## src/rtl/irq_prio_pkg.sv

```systemverilog
package irq_prio_pkg;
  typedef enum logic {
    TRIG_EDGE  = 1'b0,
    TRIG_LEVEL = 1'b1
  } trig_mode_e;
endpackage

```

## src/rtl/irq_req_latch.sv

```systemverilog
module irq_req_latch
  import irq_prio_pkg::*;
#(
  parameter int N_LINES = 8
) (
  input  logic               clk,
  input  logic               rst_n,
  input  logic [N_LINES-1:0] irq_i,
  input  trig_mode_e         trig_i,
  input  logic [N_LINES-1:0] clr_i,
  output logic [N_LINES-1:0] irr_o
);
  logic [N_LINES-1:0] irq_d_q, irr_q, rise_w, set_w, keep_w, irr_d;

  assign rise_w = irq_i & ~irq_d_q;
  assign set_w  = (trig_i == TRIG_LEVEL) ? irq_i : rise_w;
  assign keep_w = (trig_i == TRIG_LEVEL) ? '0 : irr_q;
  assign irr_d  = (keep_w | set_w) & ~clr_i;

  always_ff @(posedge clk or negedge rst_n) begin
    if (!rst_n) begin
      irq_d_q <= '0;
      irr_q   <= '0;
    end else begin
      irq_d_q <= irq_i;
      irr_q   <= irr_d;
    end
  end

  assign irr_o = irr_q;

  for (genvar k = 0; k < N_LINES; k++) begin : g_chk
    AST_EDGE_HELD_NO_SET: assert property (@(posedge clk) disable iff (!rst_n)
      (trig_i == TRIG_EDGE && !irr_q[k] && irq_d_q[k]) |=> !irr_q[k]);
    AST_ACK_CLEARS_REQ: assert property (@(posedge clk) disable iff (!rst_n)
      clr_i[k] |=> !irr_q[k]);
  end
endmodule

```

## src/rtl/irq_resolver.sv

```systemverilog
module irq_resolver #(
  parameter int N_LINES = 8,
  localparam int LW = $clog2(N_LINES)
) (
  input  logic               clk,
  input  logic               rst_n,
  input  logic [N_LINES-1:0] irr_i,
  input  logic [N_LINES-1:0] mask_i,
  input  logic [N_LINES-1:0] isr_i,
  input  logic [LW-1:0]      base_i,
  output logic               int_req_o,
  output logic [LW-1:0]      win_line_o,
  output logic               svc_valid_o,
  output logic [LW-1:0]      svc_line_o
);
  // Scan from the most urgent position (base) downward; returns {found, line}.
  function automatic logic [LW:0] pick_first(input logic [N_LINES-1:0] vec,
                                             input logic [LW-1:0] base);
    logic [LW:0]   res;
    logic [LW-1:0] idx;
    res = '0;
    for (int k = N_LINES - 1; k >= 0; k--) begin
      idx = base + LW'(k);
      if (vec[idx]) res = {1'b1, idx};
    end
    return res;
  endfunction

  // Distance from the most urgent position; smaller is more urgent.
  function automatic logic [LW-1:0] rank_of(input logic [LW-1:0] line,
                                            input logic [LW-1:0] base);
    return line - base;
  endfunction

  logic [N_LINES-1:0] pend_w;
  logic [LW:0]        win_w, svc_w;
  logic               outranks_w;

  assign pend_w      = irr_i & ~mask_i;
  assign win_w       = pick_first(pend_w, base_i);
  assign svc_w       = pick_first(isr_i, base_i);
  assign win_line_o  = win_w[LW-1:0];
  assign svc_valid_o = svc_w[LW];
  assign svc_line_o  = svc_w[LW-1:0];
  assign outranks_w  = !svc_w[LW] ||
                       (rank_of(win_w[LW-1:0], base_i) < rank_of(svc_w[LW-1:0], base_i));
  assign int_req_o   = win_w[LW] && outranks_w;

  AST_WIN_UNMASKED: assert property (@(posedge clk) disable iff (!rst_n)
    int_req_o |-> (irr_i[win_line_o] && !mask_i[win_line_o]));
  AST_WIN_NOT_SERVICED: assert property (@(posedge clk) disable iff (!rst_n)
    int_req_o |-> !isr_i[win_line_o]);
  AST_SVC_IS_SET: assert property (@(posedge clk) disable iff (!rst_n)
    svc_valid_o |-> isr_i[svc_line_o]);
endmodule

```

## src/rtl/irq_svc_ctrl.sv

```systemverilog
module irq_svc_ctrl #(
  parameter int N_LINES = 8,
  localparam int LW = $clog2(N_LINES)
) (
  input  logic               clk,
  input  logic               rst_n,
  input  logic               rotate_i,
  input  logic               auto_eoi_i,
  input  logic               ack_i,
  input  logic               int_req_i,
  input  logic [LW-1:0]      win_line_i,
  input  logic               eoi_valid_i,
  input  logic               eoi_specific_i,
  input  logic [LW-1:0]      eoi_level_i,
  input  logic               svc_valid_i,
  input  logic [LW-1:0]      svc_line_i,
  output logic [N_LINES-1:0] isr_o,
  output logic [LW-1:0]      base_o,
  output logic [LW-1:0]      grant_o,
  output logic [N_LINES-1:0] ack_clr_o
);
  logic [N_LINES-1:0] isr_q, isr_set_w, eoi_clr_w;
  logic [LW-1:0]      rot_q, grant_q, eoi_line_w;
  logic               ack_fire_w, eoi_hit_w;

  assign ack_fire_w = ack_i && int_req_i;
  assign ack_clr_o  = ack_fire_w ? (N_LINES'(1) << win_line_i) : '0;
  assign isr_set_w  = auto_eoi_i ? '0 : ack_clr_o;

  assign eoi_line_w = eoi_specific_i ? eoi_level_i : svc_line_i;
  assign eoi_hit_w  = eoi_valid_i && (eoi_specific_i ? isr_q[eoi_level_i] : svc_valid_i);
  assign eoi_clr_w  = eoi_hit_w ? (N_LINES'(1) << eoi_line_w) : '0;

  always_ff @(posedge clk or negedge rst_n) begin
    if (!rst_n) begin
      isr_q   <= '0;
      rot_q   <= '0;
      grant_q <= '0;
    end else begin
      isr_q <= (isr_q & ~eoi_clr_w) | isr_set_w;
      if (ack_fire_w) grant_q <= win_line_i;
      if (rotate_i) begin
        if (eoi_hit_w)                     rot_q <= eoi_line_w + LW'(1);
        else if (ack_fire_w && auto_eoi_i) rot_q <= win_line_i + LW'(1);
      end
    end
  end

  assign isr_o   = isr_q;
  assign base_o  = rotate_i ? rot_q : '0;
  assign grant_o = grant_q;

  AST_ACK_ENTERS_SVC: assert property (@(posedge clk) disable iff (!rst_n)
    (ack_fire_w && !auto_eoi_i) |=> isr_q[$past(win_line_i)]);
  AST_AUTO_NO_SVC: assert property (@(posedge clk) disable iff (!rst_n)
    (ack_fire_w && auto_eoi_i && !eoi_valid_i) |=> (isr_q == $past(isr_q)));
  AST_SPEC_EOI_CLEARS: assert property (@(posedge clk) disable iff (!rst_n)
    (eoi_valid_i && eoi_specific_i && !(ack_fire_w && win_line_i == eoi_level_i))
      |=> !isr_q[$past(eoi_level_i)]);
  AST_GRANT_FOLLOWS_ACK: assert property (@(posedge clk) disable iff (!rst_n)
    ack_fire_w |=> (grant_o == $past(win_line_i)));
  AST_ROTATE_AFTER_EOI: assert property (@(posedge clk) disable iff (!rst_n)
    (rotate_i && eoi_valid_i && eoi_specific_i && isr_q[eoi_level_i])
      |=> (!rotate_i || base_o == LW'($past(eoi_level_i) + LW'(1))));
endmodule

```

## src/rtl/irq_prio_ctrl.sv

```systemverilog
module irq_prio_ctrl
  import irq_prio_pkg::*;
#(
  parameter int N_LINES = 8,
  localparam int LW = $clog2(N_LINES)
) (
  input  logic               clk,
  input  logic               rst_n,
  input  logic [N_LINES-1:0] irq_i,
  input  logic               cfg_rotate_i,
  input  logic               cfg_level_i,
  input  logic               cfg_auto_eoi_i,
  input  logic               mask_we_i,
  input  logic [N_LINES-1:0] mask_wdata_i,
  input  logic               eoi_valid_i,
  input  logic               eoi_specific_i,
  input  logic [LW-1:0]      eoi_level_i,
  input  logic               ack_i,
  output logic               int_o,
  output logic [LW-1:0]      grant_level_o
);
  logic [N_LINES-1:0] mask_q, irr_w, isr_w, ack_clr_w;
  logic [LW-1:0]      base_w, win_line_w, svc_line_w;
  logic               int_req_w, svc_valid_w;
  trig_mode_e         trig_w;

  assign trig_w = cfg_level_i ? TRIG_LEVEL : TRIG_EDGE;

  always_ff @(posedge clk or negedge rst_n) begin
    if (!rst_n)         mask_q <= '0;
    else if (mask_we_i) mask_q <= mask_wdata_i;
  end

  irq_req_latch #(.N_LINES(N_LINES)) u_req (
    .clk   (clk),
    .rst_n (rst_n),
    .irq_i (irq_i),
    .trig_i(trig_w),
    .clr_i (ack_clr_w),
    .irr_o (irr_w)
  );

  irq_resolver #(.N_LINES(N_LINES)) u_res (
    .clk        (clk),
    .rst_n      (rst_n),
    .irr_i      (irr_w),
    .mask_i     (mask_q),
    .isr_i      (isr_w),
    .base_i     (base_w),
    .int_req_o  (int_req_w),
    .win_line_o (win_line_w),
    .svc_valid_o(svc_valid_w),
    .svc_line_o (svc_line_w)
  );

  irq_svc_ctrl #(.N_LINES(N_LINES)) u_svc (
    .clk           (clk),
    .rst_n         (rst_n),
    .rotate_i      (cfg_rotate_i),
    .auto_eoi_i    (cfg_auto_eoi_i),
    .ack_i         (ack_i),
    .int_req_i     (int_req_w),
    .win_line_i    (win_line_w),
    .eoi_valid_i   (eoi_valid_i),
    .eoi_specific_i(eoi_specific_i),
    .eoi_level_i   (eoi_level_i),
    .svc_valid_i   (svc_valid_w),
    .svc_line_i    (svc_line_w),
    .isr_o         (isr_w),
    .base_o        (base_w),
    .grant_o       (grant_level_o),
    .ack_clr_o     (ack_clr_w)
  );

  assign int_o = int_req_w;

  AST_MASK_BLOCKS_INT: assert property (@(posedge clk) disable iff (!rst_n)
    int_o |-> !mask_q[win_line_w]);
  AST_FIXED_LOW_WINS: assert property (@(posedge clk) disable iff (!rst_n)
    (int_o && !cfg_rotate_i) |-> ((irr_w & ~mask_q & ((N_LINES'(1) << win_line_w) - N_LINES'(1))) == '0));
endmodule

```

## config.mk

```make
export PLATFORM = sky130hd
export DESIGN_NAME = irq_prio_ctrl
export DESIGN_NICKNAME = d
export VERILOG_FILES = /design/src/rtl/irq_prio_pkg.sv /design/src/rtl/irq_req_latch.sv /design/src/rtl/irq_resolver.sv /design/src/rtl/irq_svc_ctrl.sv /design/src/rtl/irq_prio_ctrl.sv
export SDC_FILE = /design/constraint.sdc
export NUM_CORES = 1
export LEC_CHECK = 0
export BUFFER_PORTS_ARGS = -buffer_cell sky130_fd_sc_hd__buf_2
export CAP_MARGIN = 20
export CELL_PAD_IN_SITES_DETAIL_PLACEMENT = 0
export CELL_PAD_IN_SITES_GLOBAL_PLACEMENT = 1
export CORE_MARGIN = 3
export CORE_UTILIZATION = 40
export CTS_BUF_LIST = sky130_fd_sc_hd__clkbuf_4 sky130_fd_sc_hd__clkbuf_8
export DETAILED_ROUTE_END_ITERATION = 12
export PLACE_DENSITY_LB_ADDON = 0.3
export SLEW_MARGIN = 40
export SYNTH_ARGS = -nofsm -noshare
export SYNTH_HDL_FRONTEND = slang
export SYNTH_HIERARCHICAL = 1
export SYNTH_SLANG_ARGS = --single-unit
```

## constraint.sdc

```tcl
create_clock -name clk -period 8.7 [get_ports clk]
set_input_delay 0.87 -clock clk [delete_from_list [all_inputs] [get_ports clk]]
set_output_delay 0.87 -clock clk [all_outputs]
set_load 0.02 [all_outputs]
```

== Word-level counts from Yosys, hierarchy flattened ==
Cells that the tools add are included.
Widths: inputs -> output; s select.

* Shifts and indexed selects: 2
* $lt $le $gt $ge: 10
* Mux-type cells: 61
* Reductions and logical operators: 8
* Bitwise logic cells: 10
* Add/subtract/negate cells: 11

{| class="wikitable"
|+ Operator list
! kind !! count
|-
| $mux 4 || 16
|-
| $bmux 1 s3 || 17
|-
| $mux 8 || 5
|-
| $lt 3x4->1 const B || 9
|-
| $and 8x8->8 || 4
|-
| $not 8->8 || 4
|-
| $mux 1 || 19
|-
| $or 8x8->8 || 2
|-
| $shl 1x3->8 const A || 2
|-
| $add 3x3->3 const B || 4
|-
| $mux 3 || 4
|-
| $add 3x1->3 const B || 3
|-
| $add 3x2->3 const B || 2
|-
| $sub 3x3->3 || 2
|-
| $logic_and 1x1->1 || 4
|-
| $lt 3x3->1 || 1
|-
| $reduce_and 2->1 || 1
|-
| $reduce_bool 2->1 || 1
|-
| $logic_not 1->1 || 1
|-
| $logic_or 1x1->1 || 1
|}

* Logic and storage cells: 108
* Output and inout port bits: 4
* Register bits: 38
* Input bits: 28

== Longest topological paths before layout ==
* Depth in word-level cells: 20
* Depth in mapped cells: 25
* Mapped depth without buffers: 22

== By module ==
Netlist, hierarchy kept.

{| class="wikitable"
|+ By module, submodules not included
! module !! cells an instance !! area an instance (um^2) !! instances !! seq. area each (um^2)
|-
| irq_resolver || 219 || 1824.2 || 1 || 0.0
|-
| irq_svc_ctrl || 96 || 865.8 || 1 || 350.3
|-
| irq_req_latch || 49 || 631.9 || 1 || 400.4
|-
| irq_prio_ctrl || 17 || 331.6 || 1 || 200.2
|}

== Worst setup path before layout ==
OpenSTA, ideal clock, no wires.

* Path type: in2reg
* From: in cfg_rotate_i
* To: reg u_req.irr_q[0], in the netlist u_req/irr_o[0]
* Path buffers: 3
* Stages on the path: 23
* Data required time: 8.572 ns
* Arrival: 5.834 ns
* Slack: 2.739 ns
* Library setup time: 0.128 ns
* Cells stage by stage: and2_1 buf_6 inv_2 ha_1 buf_2 buf_2 mux4_2 nand2b_4 a2111oi_0 o21ai_0 a311oi_2 o22ai_1 fa_1 inv_1 ha_1 a21o_1 a21o_1 a22oi_1 nand2_1 or3_1 nor2_1 nand2b_1 o32ai_1

* Longest elaborated chain between the ends: 20
* Elaborated cells between the ends (all ways): 67
* Those cells by class: add/sub (9); order compare (1); shift (1); mux (50); bitwise (2); reduce/logical (4)

{| class="wikitable"
|+ Ends and longest elaborated chain
! what !! RTL line !! source
|-
| start: declaration || irq_prio_ctrl.sv:10 || <nowiki>input logic cfg_rotate_i,</nowiki>
|-
| $mux 3 (*) || irq_svc_ctrl.sv:50 || <nowiki>assign base_o = rotate_i ? rot_q : '0;</nowiki>
|-
| $add 3x3->3 || irq_resolver.sv:23 || <nowiki>idx = base + LW'(k);</nowiki>
|-
| $bmux 1 s3 || irq_resolver.sv:24 || <nowiki>if (vec[idx]) res = {1'b1, idx};</nowiki>
|-
| $mux 1 (implied by the code) || irq_resolver.sv:24 ||
|-
| $mux 4 (8 in series) || irq_resolver.sv:24 ||
|-
| $sub 3x3->3 || irq_resolver.sv:32 || <nowiki>return line - base;</nowiki>
|-
| $lt 3x3->1 || irq_resolver.sv:46 || <nowiki>(rank_of(win_w[LW-1:0], base_i) < rank_of(svc_w[LW-1:0], base_i));</nowiki>
|-
| $logic_or 1x1->1 || irq_resolver.sv:45 || <nowiki>assign outranks_w = !svc_w[LW] ||</nowiki>
|-
| $logic_and 1x1->1 (*) || irq_resolver.sv:47 || <nowiki>assign int_req_o = win_w[LW] && outranks_w;</nowiki>
|-
| named net int_o || irq_prio_ctrl.sv:19 || <nowiki>output logic int_o,</nowiki>
|-
| $logic_and 1x1->1 (*) || irq_svc_ctrl.sv:26 || <nowiki>assign ack_fire_w = ack_i && int_req_i;</nowiki>
|-
| $mux 8 (*) || irq_svc_ctrl.sv:27 || <nowiki>assign ack_clr_o = ack_fire_w ? (N_LINES'(1) << win_line_i) : '0;</nowiki>
|-
| named net ack_clr_w[0] || irq_prio_ctrl.sv:22 || <nowiki>logic [N_LINES-1:0] mask_q, irr_w, isr_w, ack_clr_w;</nowiki>
|-
| $not 8->8 (*) || irq_req_latch.sv:18 || <nowiki>assign irr_d = (keep_w | set_w) & ~clr_i;</nowiki>
|-
| $and 8x8->8 (*) || irq_req_latch.sv:18 ||
|-
| named net u_req.irr_d[0] || irq_req_latch.sv:13 || <nowiki>logic [N_LINES-1:0] irq_d_q, irr_q, rise_w, set_w, keep_w, irr_d;</nowiki>
|-
| end signal: assignment || irq_req_latch.sv:26 || <nowiki>irr_q <= irr_d;</nowiki>
|-
| end: declaration || irq_req_latch.sv:13 ||
|}

Mark *: on every way through the listed nets, which the timed path passes. The rest lies on a longest branch. The select of a mux whose other input is x is not followed.
A chain may end at the register's enable or synchronous reset.

== Worst setup path in the final report ==
* From: in cfg_rotate_i
* To: out int_o

* Longest elaborated chain between the ends: 16
* Elaborated cells between the ends (all ways): 62
* Those cells by class: add/sub (9); order compare (1); mux (49); reduce/logical (3)

{| class="wikitable"
|+ Ends and longest elaborated chain
! what !! RTL line !! source
|-
| $mux 3 (*) || irq_svc_ctrl.sv:50 ||
|-
| named net base_w[0] || irq_prio_ctrl.sv:23 || <nowiki>logic [LW-1:0] base_w, win_line_w, svc_line_w;</nowiki>
|-
| $add 3x3->3 || irq_resolver.sv:23 ||
|-
| $bmux 1 s3 || irq_resolver.sv:24 ||
|-
| $mux 1 (implied by the code) || irq_resolver.sv:24 ||
|-
| $mux 4 (8 in series) || irq_resolver.sv:24 ||
|-
| $sub 3x3->3 || irq_resolver.sv:32 ||
|-
| $lt 3x3->1 || irq_resolver.sv:46 ||
|-
| $logic_or 1x1->1 || irq_resolver.sv:45 ||
|-
| $logic_and 1x1->1 (*) || irq_resolver.sv:47 ||
|-
| end: declaration || irq_prio_ctrl.sv:19 ||
|}

Marks and branches as above.

==> reports/results.txt <==
The run finished with clean final reports. The via count of the first global-routing pass is 2967, and the maximum buffer depth of the clock tree is 2. The global-route congestion overflow total came out at 0.

Once placement finished, the instance area stood at 0.00385 mm². The die covers 0.0103 mm². The total count of hold-check failures in the final report came out at 0. The critical path class is in2out. After clock tree synthesis, the clock-pin slew on the worst setup and hold paths is 0.08 ns. The logs give 442 for the number of nets in the layout and 0 for the number of maximum-capacitance constraint violations. The total nets after synthesis was 418; the die outline width was 102 µm. The number of cells produced by synthesis was 381. dfrtp_1 takes more of the synthesized area than any other cell. The share of post-route cells with drive strength above 1 is 24.4%, and the post-CTS setup-driven buffer insertion count is 0.

STA classifies the critical path endpoint as a primary output. The first global-routing pass estimated 15400 µm of wire. The pre-CTS setup slack is 1.78 ns. Warning count from the yosys run: 6.

Post-layout minimum cycle time: 6.95 ns. With fillers left out, the area of the finished cells amounts to 0.00395 mm². Post-CTS repair changed the size of 0 cells.

The number of sinks on the clock net is 38. The total iterations of the first detailed-routing run is 5, and the post-synthesis sequential element count is 38. For the pin with the worst max-slew slack, the measured transition is 0.727 ns. The area fraction of the dominant cell type after synthesis was 26.0%; the cell row count was 34.

For the worst setup path, the data required time is 7.83 ns. The tools report the number of distinct library cells after synthesis as 88. By instance count, the leading cell after synthesis is dfrtp_1. Across the routed clock network, the largest skew measured is 0.00805 ns. Dividing the detail-routed via count by the number of cells gives 6.12. For this run, design rule violations remaining after detail routing come to 0. Of all nets on the critical path, the largest fanout is 37. The area of the placeable core is 0.00881 mm². The cell area that synthesis handed to floorplanning was 0.00365 mm².

The number of clock buffers inserted by TritonCTS is 5. STA classifies the critical path startpoint as an input port. The all-layer global routing usage is 18.9%. For this block, the initial DRC count from the detailed router was 282. After layout, the worst path uses 79.9% of the clock period. In this run the number of H-tree levels came out at 2.

The clock root buffer is clkbuf_8. Sorting the synthesized cells by how often they occur yields 38 x dfrtp_1, 32 x nand2_1, 26 x nor2_1, 18 x inv_1, 17 x nand2b_1. For the register-to-register path setup slack, the log shows 2.39 ns. The signed area change from the synthesized netlist to the final layout is 8.18%.

After detailed routing, the average wire length per cell comes to 18.5 µm. TritonCTS built the clock tree. The count of nets left with antenna violations once routing finished came out at 0. In this run the tightest slew margin relative to its limit is 51.2%.

Adding up every negative setup slack in the final design gives 0 ns. Pin placement for this block handled 32 I/O pins. The maximum number of pins on one net before global-route repair came out at 39.

The run gives 0 as the final number of max-transition violations. In the synthesized netlist the dominant register cell turns out to be dfrtp_1. Timing would allow up to 0.144 GHz. Setup repair after global routing left no endpoint under its margin. Once routing completed, OpenROAD measured the worst setup slack at 1.75 ns. Across all layers, the routed design uses 3148 vias. The data arrival time at the worst-slack endpoint is 6.08 ns, and the number of I/O port buffers is 31. For this block, the routed nets add up to 9490 µm of wire.

By area the synthesized netlist is led by dfrtp_1 26%, mux4_2 9.2%, mux2i_1 3.6%. The tightest min-delay check is of the reg2reg type. Number of hold buffers added after CTS: 0.

In the synthesized netlist the async set-or-reset flop fraction comes to 100%. Setup violations remaining at the end of the flow were counted as 0. For the starting utilization of the core area, the log shows 41.5%. The number of antenna violations at the first check in global routing was 0; the number of fill cells in the layout was 839. The vertical die dimension was 102 µm. The tools report the antenna diode count as 0. For the insertion delay of the later-clocked pin in the worst-skew pair, the log shows 0.29 ns. For this run, the register share of the synthesized area comes to 26.0%.

In this run the mean area of a mapped cell was 9.59 µm². At the end of routability-driven placement, the weighted congestion stood at 0.949. The detailed-placement wirelength estimate came out at 7460 µm. In this run, synthesis inferred 0 flip-flops with an integrated enable.
path summary, 6_finish.rpt:
| kind | from | to | cells after the start |
|---|---|---|---|
| worst max-delay path | cfg_rotate_i | int_o | 20 |
| worst min-delay path | u_svc/grant_o[2]$_DFFE_PN0N_ | u_svc/grant_o[2]$_DFFE_PN0N_ | 2 |
| worst max register to register | u_svc/rot_q[0]$_DFFE_PN0P_ | u_req/irr_o[0]$_DFF_PN0_ | 23 |
| worst min register to register | u_svc/grant_o[2]$_DFFE_PN0N_ | u_svc/grant_o[2]$_DFFE_PN0N_ | 2 |
| max in group asynchronous | rst_n | u_svc/isr_o[7]$_DFF_PN0_ | 1 |
| min in group asynchronous | rst_n | u_req/irq_d_q[3]$_DFF_PN0_ | 1 |
stage by stage:
step	utilization (%)	hold WS (ns)	instances
after floorplan	-	0.456	381
after global placement	43.8	0.462	506
after detailed placement	43.8	0.466	506
after CTS	44.9	0.491	514
after global routing	44.9	0.511	514
final	44.9	0.486	514
cells by family (layout without fill, tap and decap cells):
logic type / Yosys count / in the layout / share of synthesized area, %
AO/OA/AOI/OAI: 100 / 100 / 20.7
AND/OR/NAND/NOR: 144 / 144 / 23.7
XOR/XNOR: 9 / 9 / 2.36
buffers and inverters: 37 / 62 / 5.10
multiplexers: 44 / 44 / 18.6
adder cells (fa/ha/maj): 9 / 9 / 3.49
flip-flops: 38 / 38 / 26.0
registers in the layout, indices dropped and copies added, names as in the netlist:
register and flops:
u_req/irr_o 8, u_req/irq_d_q 8, u_svc/isr_o 8, mask_q 8, u_svc/rot_q 3, u_svc/grant_o 3
worst max-delay path, cell delays in order:
cell	delay (ns)
buf_2	0.10
and2_1	0.12
buf_4	0.37
inv_2	0.17
ha_1	0.78
inv_1	0.31
mux4_2	0.54
nor2_1	0.26
nor2_1	0.14
nor3_1	0.22
a21o_1	0.13
a311oi_1	0.05
ha_1	0.23
fa_1	0.49
inv_1	0.04
ha_1	0.28
a21o_1	0.15
a21o_1	0.17
a22oi_1	0.38
buf_2	0.26
layer usage:
| metal | vias up | routed length (µm) | global-route usage (%) |
|---|---|---|---|
| met1 | 1530 | 4470 | 28.3 |
| met3 | 11 | 536 | 1.86 |
| met5 | - | 0 | 0 |
| li1 | 1480 | - | - |
| met4 | 0 | 167 | 5.62 |
| met2 | 127 | 4310 | 28.8 |
layout by cell type, fill, tap and decap left out, drive strengths merged, types with 14 or more instances in the layout:
cell	n
dfrtp	38
buf	34
nand2	32
nor2	26
o21ai	24
inv	20
nand2b	18
mux4	15
mux2	15
mux2i	14
final cells by class:
| cell class | count | area (µm²) | share of cell area (%) |
|---|---|---|---|
| clock buffers | 6 | 82.6 | 2.09 |
| clock inverters | 2 | 12.5 | 0.317 |
| repair buffers | 34 | 180 | 4.56 |
| well taps | 108 | 135 | 3.42 |
| inverters | 20 | 75.1 | 1.90 |
| flip-flops and latches | 38 | 951 | 24.1 |
| multi-input cells | 306 | 2520 | 63.7 |
Power is not shown: default switching activity piles up to over one toggle a cycle in this logic, so the estimate is an artifact.
